### src/rtl/clc_pkg.sv
package clc_pkg;
  localparam int NUM_SRC  = 8;
  localparam int NUM_MUX  = 4;
  localparam int NUM_GATE = 4;
  localparam int SEL_W    = $clog2(NUM_SRC);
  localparam int CAND_W   = 2 * NUM_MUX;
  localparam int DATA_W   = 16;
  localparam int ADDR_W   = 3;

  localparam logic [ADDR_W-1:0] ADDR_CTRL   = 3'd0;
  localparam logic [ADDR_W-1:0] ADDR_GPOL   = 3'd1;
  localparam logic [ADDR_W-1:0] ADDR_SEL    = 3'd2;
  localparam logic [ADDR_W-1:0] ADDR_GEN_LO = 3'd3;
  localparam logic [ADDR_W-1:0] ADDR_GEN_HI = 3'd4;

  typedef enum logic [2:0] {
    MODE_ANDOR  = 3'd0,
    MODE_ORXOR  = 3'd1,
    MODE_AND4   = 3'd2,
    MODE_SR     = 3'd3,
    MODE_DFF_SR = 3'd4,
    MODE_DFF2   = 3'd5,
    MODE_JK     = 3'd6,
    MODE_LATCH  = 3'd7
  } clc_mode_e;
endpackage

### src/rtl/clc_sync.sv
module clc_sync #(
  parameter int W = 8
) (
  input  logic         clk_i,
  input  logic         rst_ni,
  input  logic [W-1:0] d_i,
  output logic [W-1:0] q_o
);
  logic [W-1:0] meta_q, sync_q;

  always_ff @(posedge clk_i or negedge rst_ni) begin
    if (!rst_ni) begin
      meta_q <= '0;
      sync_q <= '0;
    end else begin
      meta_q <= d_i;
      sync_q <= meta_q;
    end
  end

  assign q_o = sync_q;
endmodule

### src/rtl/clc_gates.sv
module clc_gates #(
  parameter int NSRC  = 8,
  parameter int NMUX  = 4,
  parameter int NGATE = 4,
  localparam int SW   = $clog2(NSRC),
  localparam int CW   = 2 * NMUX
) (
  input  logic [NSRC-1:0]     src_i,
  input  logic [NMUX*SW-1:0]  sel_i,
  input  logic [NGATE*CW-1:0] gen_i,
  input  logic [NGATE-1:0]    gpol_i,
  output logic [NGATE-1:0]    gate_o
);
  logic [NMUX-1:0] mux_out;
  logic [CW-1:0]   cand;

  for (genvar k = 0; k < NMUX; k++) begin : g_mux
    assign mux_out[k]    = src_i[sel_i[k*SW +: SW]];
    assign cand[2*k]     = mux_out[k];
    assign cand[2*k + 1] = ~mux_out[k];
  end

  for (genvar i = 0; i < NGATE; i++) begin : g_gate
    assign gate_o[i] = (|(cand & gen_i[i*CW +: CW])) ^ gpol_i[i];
  end
endmodule

### src/rtl/clc_func.sv
module clc_func
  import clc_pkg::*;
(
  input  logic       clk_i,
  input  logic       rst_ni,
  input  logic       en_i,
  input  logic [2:0] mode_i,
  input  logic [3:0] g_i,
  output logic       f_o
);
  logic q_q, q_d, g0_q, clk_rise, set_s, rst_s;

  assign clk_rise = g_i[0] & ~g0_q;
  assign set_s    = g_i[0] | g_i[1];
  assign rst_s    = g_i[2] | g_i[3];

  always_comb begin
    q_d = q_q;
    if (!en_i) begin
      q_d = 1'b0;
    end else begin
      case (mode_i)
        MODE_SR: begin
          if (set_s)      q_d = 1'b1;
          else if (rst_s) q_d = 1'b0;
        end
        MODE_DFF_SR: begin
          if (g_i[2])        q_d = 1'b0;
          else if (g_i[3])   q_d = 1'b1;
          else if (clk_rise) q_d = g_i[1];
        end
        MODE_DFF2: begin
          if (g_i[2])        q_d = 1'b0;
          else if (clk_rise) q_d = g_i[1] ^ g_i[3];
        end
        MODE_JK: begin
          if (g_i[2]) q_d = 1'b0;
          else if (clk_rise) begin
            case ({g_i[1], g_i[3]})
              2'b10:   q_d = 1'b1;
              2'b01:   q_d = 1'b0;
              2'b11:   q_d = ~q_q;
              default: q_d = q_q;
            endcase
          end
        end
        MODE_LATCH: begin
          if (g_i[2])      q_d = 1'b0;
          else if (g_i[3]) q_d = 1'b1;
          else if (g_i[0]) q_d = g_i[1];
        end
        default: q_d = q_q;
      endcase
    end
  end

  always_ff @(posedge clk_i or negedge rst_ni) begin
    if (!rst_ni) begin
      q_q  <= 1'b0;
      g0_q <= 1'b0;
    end else begin
      q_q  <= q_d;
      g0_q <= g_i[0];
    end
  end

  always_comb begin
    case (mode_i)
      MODE_ANDOR: f_o = (g_i[0] & g_i[1]) | (g_i[2] & g_i[3]);
      MODE_ORXOR: f_o = (g_i[0] | g_i[1]) ^ (g_i[2] | g_i[3]);
      MODE_AND4:  f_o = &g_i;
      default:    f_o = q_q;
    endcase
  end

  AST_SR_SET: assert property (@(posedge clk_i) disable iff (!rst_ni)
    (en_i && mode_i == MODE_SR && set_s) |=> q_q);
  AST_DFF_HOLD: assert property (@(posedge clk_i) disable iff (!rst_ni)
    (en_i && mode_i == MODE_DFF_SR && !g_i[2] && !g_i[3] && !(g_i[0] && !g0_q))
      |=> $stable(q_q));
  AST_OFF_CLEAR: assert property (@(posedge clk_i) disable iff (!rst_ni)
    !en_i |=> !q_q);
endmodule

### src/rtl/clc_cell.sv
module clc_cell
  import clc_pkg::*;
(
  input  logic              clk_i,
  input  logic              rst_ni,
  input  logic              reg_we_i,
  input  logic [ADDR_W-1:0] reg_addr_i,
  input  logic [DATA_W-1:0] reg_wdata_i,
  output logic [DATA_W-1:0] reg_rdata_o,
  input  logic [NUM_SRC-1:0] src_i,
  output logic              cell_out_o,
  output logic              irq_o
);
  localparam int SELS_W = NUM_MUX * SEL_W;
  localparam int GEN_W  = NUM_GATE * CAND_W;
  localparam int HALF_W = GEN_W / 2;

  logic rst_meta_q, rst_n_q;
  always_ff @(posedge clk_i or negedge rst_ni) begin
    if (!rst_ni) begin
      rst_meta_q <= 1'b0;
      rst_n_q    <= 1'b0;
    end else begin
      rst_meta_q <= 1'b1;
      rst_n_q    <= rst_meta_q;
    end
  end

  logic en_q, intp_q, intn_q, oe_q, pol_q;
  logic [2:0]          mode_q;
  logic [NUM_GATE-1:0] gpol_q;
  logic [SELS_W-1:0]   sel_q, sel_d;
  logic [GEN_W-1:0]    gen_q, gen_d;
  logic                ctrl_wr;

  assign ctrl_wr = reg_we_i && (reg_addr_i == ADDR_CTRL);

  always_comb begin
    sel_d = sel_q;
    for (int k = 0; k < NUM_MUX; k++) sel_d[k*SEL_W +: SEL_W] = reg_wdata_i[k*4 +: SEL_W];
    gen_d = gen_q;
    if (reg_addr_i == ADDR_GEN_LO) gen_d[HALF_W-1:0]     = reg_wdata_i[HALF_W-1:0];
    if (reg_addr_i == ADDR_GEN_HI) gen_d[GEN_W-1:HALF_W] = reg_wdata_i[HALF_W-1:0];
  end

  always_ff @(posedge clk_i or negedge rst_n_q) begin
    if (!rst_n_q) begin
      en_q <= 1'b0; intp_q <= 1'b0; intn_q <= 1'b0;
      oe_q <= 1'b0; pol_q  <= 1'b0; mode_q <= '0;
      gpol_q <= '0; sel_q <= '0; gen_q <= '0;
    end else if (reg_we_i) begin
      if (ctrl_wr) begin
        en_q   <= reg_wdata_i[15];
        intp_q <= reg_wdata_i[11];
        intn_q <= reg_wdata_i[10];
        oe_q   <= reg_wdata_i[7];
        pol_q  <= reg_wdata_i[5];
        mode_q <= reg_wdata_i[2:0];
      end
      if (reg_addr_i == ADDR_GPOL) gpol_q <= reg_wdata_i[NUM_GATE-1:0];
      if (reg_addr_i == ADDR_SEL)  sel_q  <= sel_d;
      if (reg_addr_i == ADDR_GEN_LO || reg_addr_i == ADDR_GEN_HI) gen_q <= gen_d;
    end
  end

  logic [NUM_SRC-1:0]  src_s;
  logic [NUM_GATE-1:0] gate_v;
  logic                f_v;

  clc_sync #(.W(NUM_SRC)) u_sync (
    .clk_i(clk_i), .rst_ni(rst_n_q), .d_i(src_i), .q_o(src_s));

  clc_gates #(.NSRC(NUM_SRC), .NMUX(NUM_MUX), .NGATE(NUM_GATE)) u_gates (
    .src_i(src_s), .sel_i(sel_q), .gen_i(gen_q), .gpol_i(gpol_q), .gate_o(gate_v));

  clc_func u_func (
    .clk_i(clk_i), .rst_ni(rst_n_q), .en_i(en_q), .mode_i(mode_q),
    .g_i(gate_v), .f_o(f_v));

  logic status_q, status_d, prev_q, irq_q, irq_d, rise_s, fall_s;

  assign status_d = en_q & (f_v ^ pol_q);
  assign rise_s   = status_q & ~prev_q;
  assign fall_s   = ~status_q & prev_q;

  always_comb begin
    irq_d = irq_q;
    if (ctrl_wr) irq_d = 1'b0;
    if ((intp_q && rise_s) || (intn_q && fall_s)) irq_d = 1'b1;
  end

  always_ff @(posedge clk_i or negedge rst_n_q) begin
    if (!rst_n_q) begin
      status_q <= 1'b0;
      prev_q   <= 1'b0;
      irq_q    <= 1'b0;
    end else begin
      status_q <= status_d;
      prev_q   <= status_q;
      irq_q    <= irq_d;
    end
  end

  assign cell_out_o = status_q & oe_q;
  assign irq_o      = irq_q;

  always_comb begin
    reg_rdata_o = '0;
    case (reg_addr_i)
      ADDR_CTRL: begin
        reg_rdata_o[15]  = en_q;
        reg_rdata_o[11]  = intp_q;
        reg_rdata_o[10]  = intn_q;
        reg_rdata_o[7]   = oe_q;
        reg_rdata_o[6]   = status_q;
        reg_rdata_o[5]   = pol_q;
        reg_rdata_o[2:0] = mode_q;
      end
      ADDR_GPOL: reg_rdata_o[NUM_GATE-1:0] = gpol_q;
      ADDR_SEL: begin
        for (int k = 0; k < NUM_MUX; k++) reg_rdata_o[k*4 +: SEL_W] = sel_q[k*SEL_W +: SEL_W];
      end
      ADDR_GEN_LO: reg_rdata_o[HALF_W-1:0] = gen_q[HALF_W-1:0];
      ADDR_GEN_HI: reg_rdata_o[HALF_W-1:0] = gen_q[GEN_W-1:HALF_W];
      default: reg_rdata_o = '0;
    endcase
  end

  AST_OFF_QUIET: assert property (@(posedge clk_i) disable iff (!rst_n_q)
    !en_q |=> (!status_q && !cell_out_o));
  AST_IRQ_HOLD: assert property (@(posedge clk_i) disable iff (!rst_n_q)
    (irq_o && !ctrl_wr) |=> irq_o);
  AST_IRQ_RISE: assert property (@(posedge clk_i) disable iff (!rst_n_q)
    (intp_q && $rose(status_q)) |=> irq_o);
  AST_IRQ_FALL: assert property (@(posedge clk_i) disable iff (!rst_n_q)
    (intn_q && $fell(status_q)) |=> irq_o);
  AST_IRQ_QUIET: assert property (@(posedge clk_i) disable iff (!rst_n_q)
    (!irq_o && $stable(status_q)) |=> !irq_o);
endmodule

### config.mk
export PLATFORM = sky130hd
export DESIGN_NAME = clc_cell
export DESIGN_NICKNAME = d
export VERILOG_FILES = /design/src/rtl/clc_pkg.sv /design/src/rtl/clc_sync.sv /design/src/rtl/clc_gates.sv /design/src/rtl/clc_func.sv /design/src/rtl/clc_cell.sv
export SDC_FILE = /design/constraint.sdc
export NUM_CORES = 1
export LEC_CHECK = 0
export BUFFER_PORTS_ARGS = -buffer_cell sky130_fd_sc_hd__buf_2
export CAP_MARGIN = 20
export CORE_MARGIN = 3
export CORE_UTILIZATION = 55
export DETAILED_ROUTE_END_ITERATION = 16
export PLACE_DENSITY = 0.75
export SLEW_MARGIN = 20
export SYNTH_ARGS = -nofsm -noshare
export SYNTH_HDL_FRONTEND = slang
export SYNTH_HIERARCHICAL = 1
export SYNTH_SLANG_ARGS = --single-unit
### constraint.sdc
create_clock -name clk_i -period 3.05 [get_ports clk_i]
set_clock_uncertainty 0.1 [all_clocks]
set_input_delay 0.305 -clock clk_i [delete_from_list [all_inputs] [get_ports clk_i]]
set_output_delay 0.305 -clock clk_i [all_outputs]
set_load 0.05 [all_outputs]
== Yosys cells after proc, flatten, opt, wreduce, memory -nomap -nowiden ==
Index checks and enable logic that the tools add are counted.

* Bits in registers: 79
* Output and inout bits: 18
* Bits of input ports: 30
* Word-level logic and storage cells: 128

* Bitwise logic cells: 29
* Mux-type cells: 36
* Magnitude comparators: 4
* Equal/unequal tests: 21
* Reduce and logical (&&, ||, !) cells: 19

{| class="wikitable"
|+ Operator list
! operator !! count
|-
| AND 8 bit || 4
|-
| OR reduction 8 bit || 4
|-
| case mux 1 bit (3 select lines) || 7
|-
| 2-to-1 mux 1 bit || 19
|-
| < comparator 3 x 4 -> 1 bit (second input constant) || 4
|-
| == test 3 bit (second input constant) || 5
|-
| case mux 3 bit (5 select lines) || 1
|-
| binary-select mux 1 bit (select 3 bit) || 4
|-
| == test 3 x 2 -> 1 bit (second input constant) || 4
|-
| != test 4 x 2 -> 1 bit (second input constant) || 3
|-
| != test 5 x 2 -> 1 bit (second input constant) || 2
|-
| case mux 3 bit (3 select lines) || 1
|-
| NOT 1 bit || 8
|-
| case mux 2 bit (4 select lines) || 1
|-
| AND 1 bit || 7
|-
| AND reduction 7 bit || 1
|-
| XOR 1 bit || 7
|-
| == test 3 x 1 -> 1 bit (second input constant) || 2
|-
| logical NOT 3 bit || 2
|-
| != test 6 x 1 -> 1 bit (second input constant) || 1
|-
| != test 6 x 2 -> 1 bit (second input constant) || 1
|-
| case mux 2 bit (3 select lines) || 1
|-
| AND reduction 2 bit || 3
|-
| AND reduction 3 bit || 2
|-
| other kinds (9) || 15
|}

== Depth between registers and ports, before layout ==
* Word-level depth: 12
* Mapped depth: 12
* Gate-level depth less buffers: 11

== Hierarchy ==
The synthesis kept the hierarchy.

{| class="wikitable"
|+ Modules (own cells, without submodules)
! module !! area each (um^2) !! times used !! seq. area each (um^2) !! cells an instance
|-
| clc_cell || 2736.4 || 1 || 1526.5 || 200
|-
| clc_gates || 490.5 || 1 || 0.0 || 48
|-
| clc_sync || 400.4 || 1 || 400.4 || 16
|-
| clc_func || 351.6 || 1 || 50.0 || 46
|}

== Worst setup path after synthesis ==
No wires, ideal clock.

* Kind: register to register
* From: register sel_q[9]
* To: register status_q
* Slack: 34 ps
* Setup time: 119 ps
* Cell stages (with the launch flop): 13
* Data arrival time: 2797 ps
* Required time: 2831 ps
* Clock period less this slack: 3016 ps
* Path buffers: 1
* Path through: dfrtp_1 -> clkbuf_2 -> mux2i_1 -> mux4_2 -> mux2i_1 -> nand4_1 -> xor2_1 -> or4_4 -> nand2_1 -> a211oi_1 -> o22a_1 -> xor2_1 -> and2_1

* Cells in the longest elaborated chain, start to end: 11
* Elaborated cells on any way between the ends: 25
* Classes of those cells: mux: 3; bitwise: 17; reduce/logical: 5

{| class="wikitable"
|+ Ends and longest elaborated chain
! what !! line !! source
|-
| start: declaration || clc_cell.sv:32 || <nowiki>logic [SELS_W-1:0] sel_q, sel_d;</nowiki>
|-
| start signal: assignment || clc_cell.sv:61 || <nowiki>if (reg_addr_i == ADDR_SEL) sel_q <= sel_d;</nowiki>
|-
| binary-select mux 1 bit (select 3 bit) (*) || clc_gates.sv:18 || <nowiki>assign mux_out[k] = src_i[sel_i[k*SW +: SW]];</nowiki>
|-
| 2-to-1 mux 1 bit (implied by the code) (*) || clc_gates.sv:18 ||
|-
| NOT 1 bit || clc_gates.sv:20 || <nowiki>assign cand[2*k + 1] = ~mux_out[k];</nowiki>
|-
| AND 8 bit (*) || clc_gates.sv:24 || <nowiki>assign gate_o[i] = (|(cand & gen_i[i*CW +: CW])) ^ gpol_i[i];</nowiki>
|-
| OR reduction 8 bit (*) || clc_gates.sv:24 ||
|-
| XOR 1 bit (*) || clc_gates.sv:24 ||
|-
| via gate_v[0] || clc_cell.sv:67 || <nowiki>logic [NUM_GATE-1:0] gate_v;</nowiki>
|-
| bitwise OR 1 bit or AND 1 bit (tied branches) || clc_func.sv:70, clc_func.sv:69 ||
|-
| XOR 1 bit or bitwise OR 1 bit (tied branches) || clc_func.sv:70, clc_func.sv:69 ||
|-
| case mux 1 bit (3 select lines) (*) || clc_func.sv:68 || <nowiki>case (mode_i)</nowiki>
|-
| via f_v || clc_cell.sv:68 || <nowiki>logic f_v;</nowiki>
|-
| XOR 1 bit (*) || clc_cell.sv:82 || <nowiki>assign status_d = en_q & (f_v ^ pol_q);</nowiki>
|-
| AND 1 bit (*) || clc_cell.sv:82 ||
|-
| via status_d || clc_cell.sv:80 || <nowiki>logic status_q, status_d, prev_q, irq_q, irq_d, rise_s, fall_s;</nowiki>
|-
| end signal: assignment || clc_cell.sv:98 || <nowiki>status_q <= status_d;</nowiki>
|-
| end: declaration || clc_cell.sv:80 ||
|}

The timed path passes the listed nets; every way through them passes the cells marked *. The select of a mux whose other input is x is not followed.
A chain may end at the register's enable or synchronous reset.

== Worst setup path after layout ==
* From: register sel_q[0]
* To: register status_q

The elaborated chain is that of the path after synthesis.

==> metrics.md <==
| Metric | Value |
|---|---|
| Run status | `finished with violations` |
| Failing checks | `negative setup slack` |
| Crit path DAT | `between 3 and 4 ns` |
| Area Overhead vs Synth | `17.0%` |
| Pin count of the biggest net entering global routing | `78` |
| Post-synth EDFFs | `0` |
| All-layer global routing usage | `0.243` |
| Vias per Instance | `5.87` |
| Largest delay share family, worst path | `simple AND/OR/NAND/NOR gates` |
| DP Area | `roughly 4400 sq um` |
| DPL Wire Length | `roughly 6.6 mm` |
| Clock Tree Buf Depth | `2` |
| Asr flop ratio synth | `1.00` |
| Dpl cells | `453` |
| Worst slack at placement | `-0.166 ns` |
| Synthesis Warnings | `6` |
| DIE WIDTH | `around 91 um` |
| Top FF cell, synth | `dfrtp_1` |
| Minimum clock period after layout | `around 3.1 ns` |
| Vias in the first global route | `around 3000` |
| Delay of the slowest critical-path stage | `between 0.5 and 0.6 ns` |
| Die height | `~91 um` |
| Element type at the critical path start | `flop` |
| Final setup margin | `-0.0892 ns` |
| Drt drc | `0` |
| Area leader, netlist | `dfrtp_1` |
| Pwr Total | `around 3.3 mW` |
| Worst setup path class | `reg2reg` |
| Setup violators final | `2` |
| CTS tree | `done` |
| Slew Limit Headroom | `0.356` |
| Post-synthesis sequential area ratio | `0.497` |
| Worst min path class | `in2reg` |
| Port Buffers | `between 40 and 50` |
| Post-synth top cells | `dfrtp_1, mux2_2, mux2i_1` |
| Peak Freq | `between 300 and 400 MHz` |
| Final period utilization | `1.03` |
| Fin nets | `slightly above 400` |
| Final Max Tran Viols | `0` |
| Antenna cells | `0` |
| WL final | `approximately 9.4 mm` |
| CTS Sinks | `between 70 and 80` |
| Clk_lat worst skew | `0.35 ns` |
| H-tree depth | `3` |
| Synthesized instance count | `just over 300` |
| Critical Path End Type | `flop` |
| Initial antenna violation count | `0` |
| I/O pin cnt | `48` |
| Rows | `30` |
| #FFs+latches synth | `between 70 and 80` |
| Yosys cell types | `43` |
| Max Cap Violations | `0` |
| Fill count | `between 500 and 600` |
| Pwr Density | `between 700 and 800 nW/um^2` |
| Post-Synthesis Cell Area | `3980 sq um` |
| Transition time of the tightest slew-check pin | `between 0.9 and 1 ns` |
| Final hold viol count | `0` |
| Worst path required time | `around 3.2 ns` |
| DR pass1 iterations | `4` |
| Ratio of cells with drive above 1 in the final layout | `0.411` |
| Syn Nets | `344` |
| Max FO, Critical Path | `5` |
| RSZ-0062 raised after global routing | `true` |
| Initial drt markers | `between 100 and 150` |
| ANT nets after route | `0` |
| Leakage | `approximately 2.1 nW` |
| Mean Syn Cell Area | `12.8 sq um` |
| Per-cell routed wire length | `about 20 um` |
| Root Driver | `clkbuf_8` |
| Routability cong. | `slightly above 0.9` |
| Most common cell in the synthesized netlist | `dfrtp_1` |
| Die ar. | `between 8000 and 9000 sq um` |
| Total global routing overflow | `0` |
| Starting Density | `0.576` |
| Top cell type's share of synthesized area | `0.497` |
| Vias | `approximately 2800` |
| Final Non-Filler Cells | `480` |
| Number of buffers created by CTS | `9` |
| Final instance area | `between 4000 and 5000 sq um` |
| VDD IR max | `between 0.3 and 0.4 mV` |
| Worst-path clk slew | `0.08 ns` |
| Bufs and invs on worst path | `1` |
| Hold Slack | `about 0.10 ns` |
| Slowest CP cell | `mux4_2` |
| Ranking of synthesized cells by area | `dfrtp_1, mux2_2, mux2i_1` |
| Critical-path cell list | `mux2i_1, mux4_2, buf_4, mux2i_1, nand4_1, xor2_1, or4_4, nand2_2, a211oi_1, o22a_1, xor2_1, and2_1` |
| First-pass GRT wire length | `roughly 16 mm` |
| Core area | `just under 7000 sq um` |
==> cells in the final DEF, fill, tap and decap left out, drive strengths merged, types with 3 or more instances in the layout <==
cell type,Yosys,final
mux2,61,61
o221ai,3,3
mux4,5,5
and2,4,4
dlygate4sd3,0,9
a22oi,10,10
nand3b,3,3
dfrtp,79,79
clkbuf,6,11
nand4,5,5
inv,6,7
ha,4,4
nand2b,3,3
buf,7,62
nand2,17,17
o21ai,17,17
nor2b,5,5
o22ai,3,3
xor2,5,5
nor2,8,8
mux2i,40,40
==> metrics by stage <==
stage               TNS, ns  utilization
global route         -0.472        0.674
detailed placement   -0.274        0.631
global placement     -0.200        0.631
floorplan                 0            -
finish               -0.128        0.674
CTS                  -0.123        0.674
==> repair_timing <==
action | 4_1_cts | 5_1_grt
resized for setup | 8 | 0
pin swaps | 9 | 2
hold buffers | 9 | 0
gates cloned | 0 | 0
setup buffers | 2 | 0
setup endpoints to repair | 2 | 2
hold endpoints to repair | 10 | 0
==> registers in the layout (all words and copies together), names as in the netlist, 3 cells and up <==
signal         count
u_sync/q_o         8
mode_q             3
sel_q             12
gpol_q             4
u_sync/meta_q      8
gen_q             32
==> cell families (layout without fill, tap and decap cells) <==
family / count (synthesis) / in the layout / synth area share
AO/OA/AOI/OAI: 42 / 42 / 0.0711
XOR/XNOR: 5 / 5 / 0.0110
adder cells (fa/ha/maj): 4 / 4 / 0.0126
buffers and inverters: 19 / 93 / 0.0258
flip-flops: 79 / 79 / 0.497
multiplexers: 106 / 106 / 0.302
other: 1 / 1 / 0.000942
AND/OR/NAND/NOR: 54 / 54 / 0.0802
==> report_power, final <==
group | internal [mW] | switching, mW
Combinational | 0.558 | 0.563
Clock | 0.296 | 0.383
Sequential | 1.26 | 0.252
==> final timing paths <==
path	from	endpoint	slack, ns	cells past startpoint
worst min-delay path	reg_wdata_i[9]	sel_q[7]$_DFFE_PN0P_	0.10	2
worst min register to register	u_sync/meta_q[2]$_DFF_PN0_	u_sync/q_o[2]$_DFF_PN0_	0.25	0
min in group asynchronous	rst_ni	rst_n_q$_DFF_PN0_	0.15	2
worst max-delay path	sel_q[0]$_DFFE_PN0P_	status_q$_DFF_PN0_	-0.09	12
worst max register to register	sel_q[0]$_DFFE_PN0P_	status_q$_DFF_PN0_	-0.09	12
max in group asynchronous	rst_n_q$_DFF_PN0_	sel_q[0]$_DFFE_PN0P_	1.77	0
==> cell type report <==
class | instances | area, sq um | area share
Clock buffer | 11 | 131 | 0.0282
Clock inverter | 5 | 33.8 | 0.00726
Inverter | 6 | 22.5 | 0.00484
Multi-Input combinational cell | 212 | 1920 | 0.413
Sequential cell | 79 | 1980 | 0.426
Tap cell | 96 | 120 | 0.0258
Timing Repair Buffer | 71 | 438 | 0.0941
==> layer usage <==
layer / GRT usage / part of all wire / vias to the layer above
li1: - / - / 1278
met1: 0.324 / 0.43 / 1434
met2: 0.394 / 0.49 / 85
met3: 0.0456 / 0.054 / 20
met4: 0.0942 / 0.019 / 0
met5: 0 / 0 / -
Note: power is estimated with default switching activity, not from simulation.
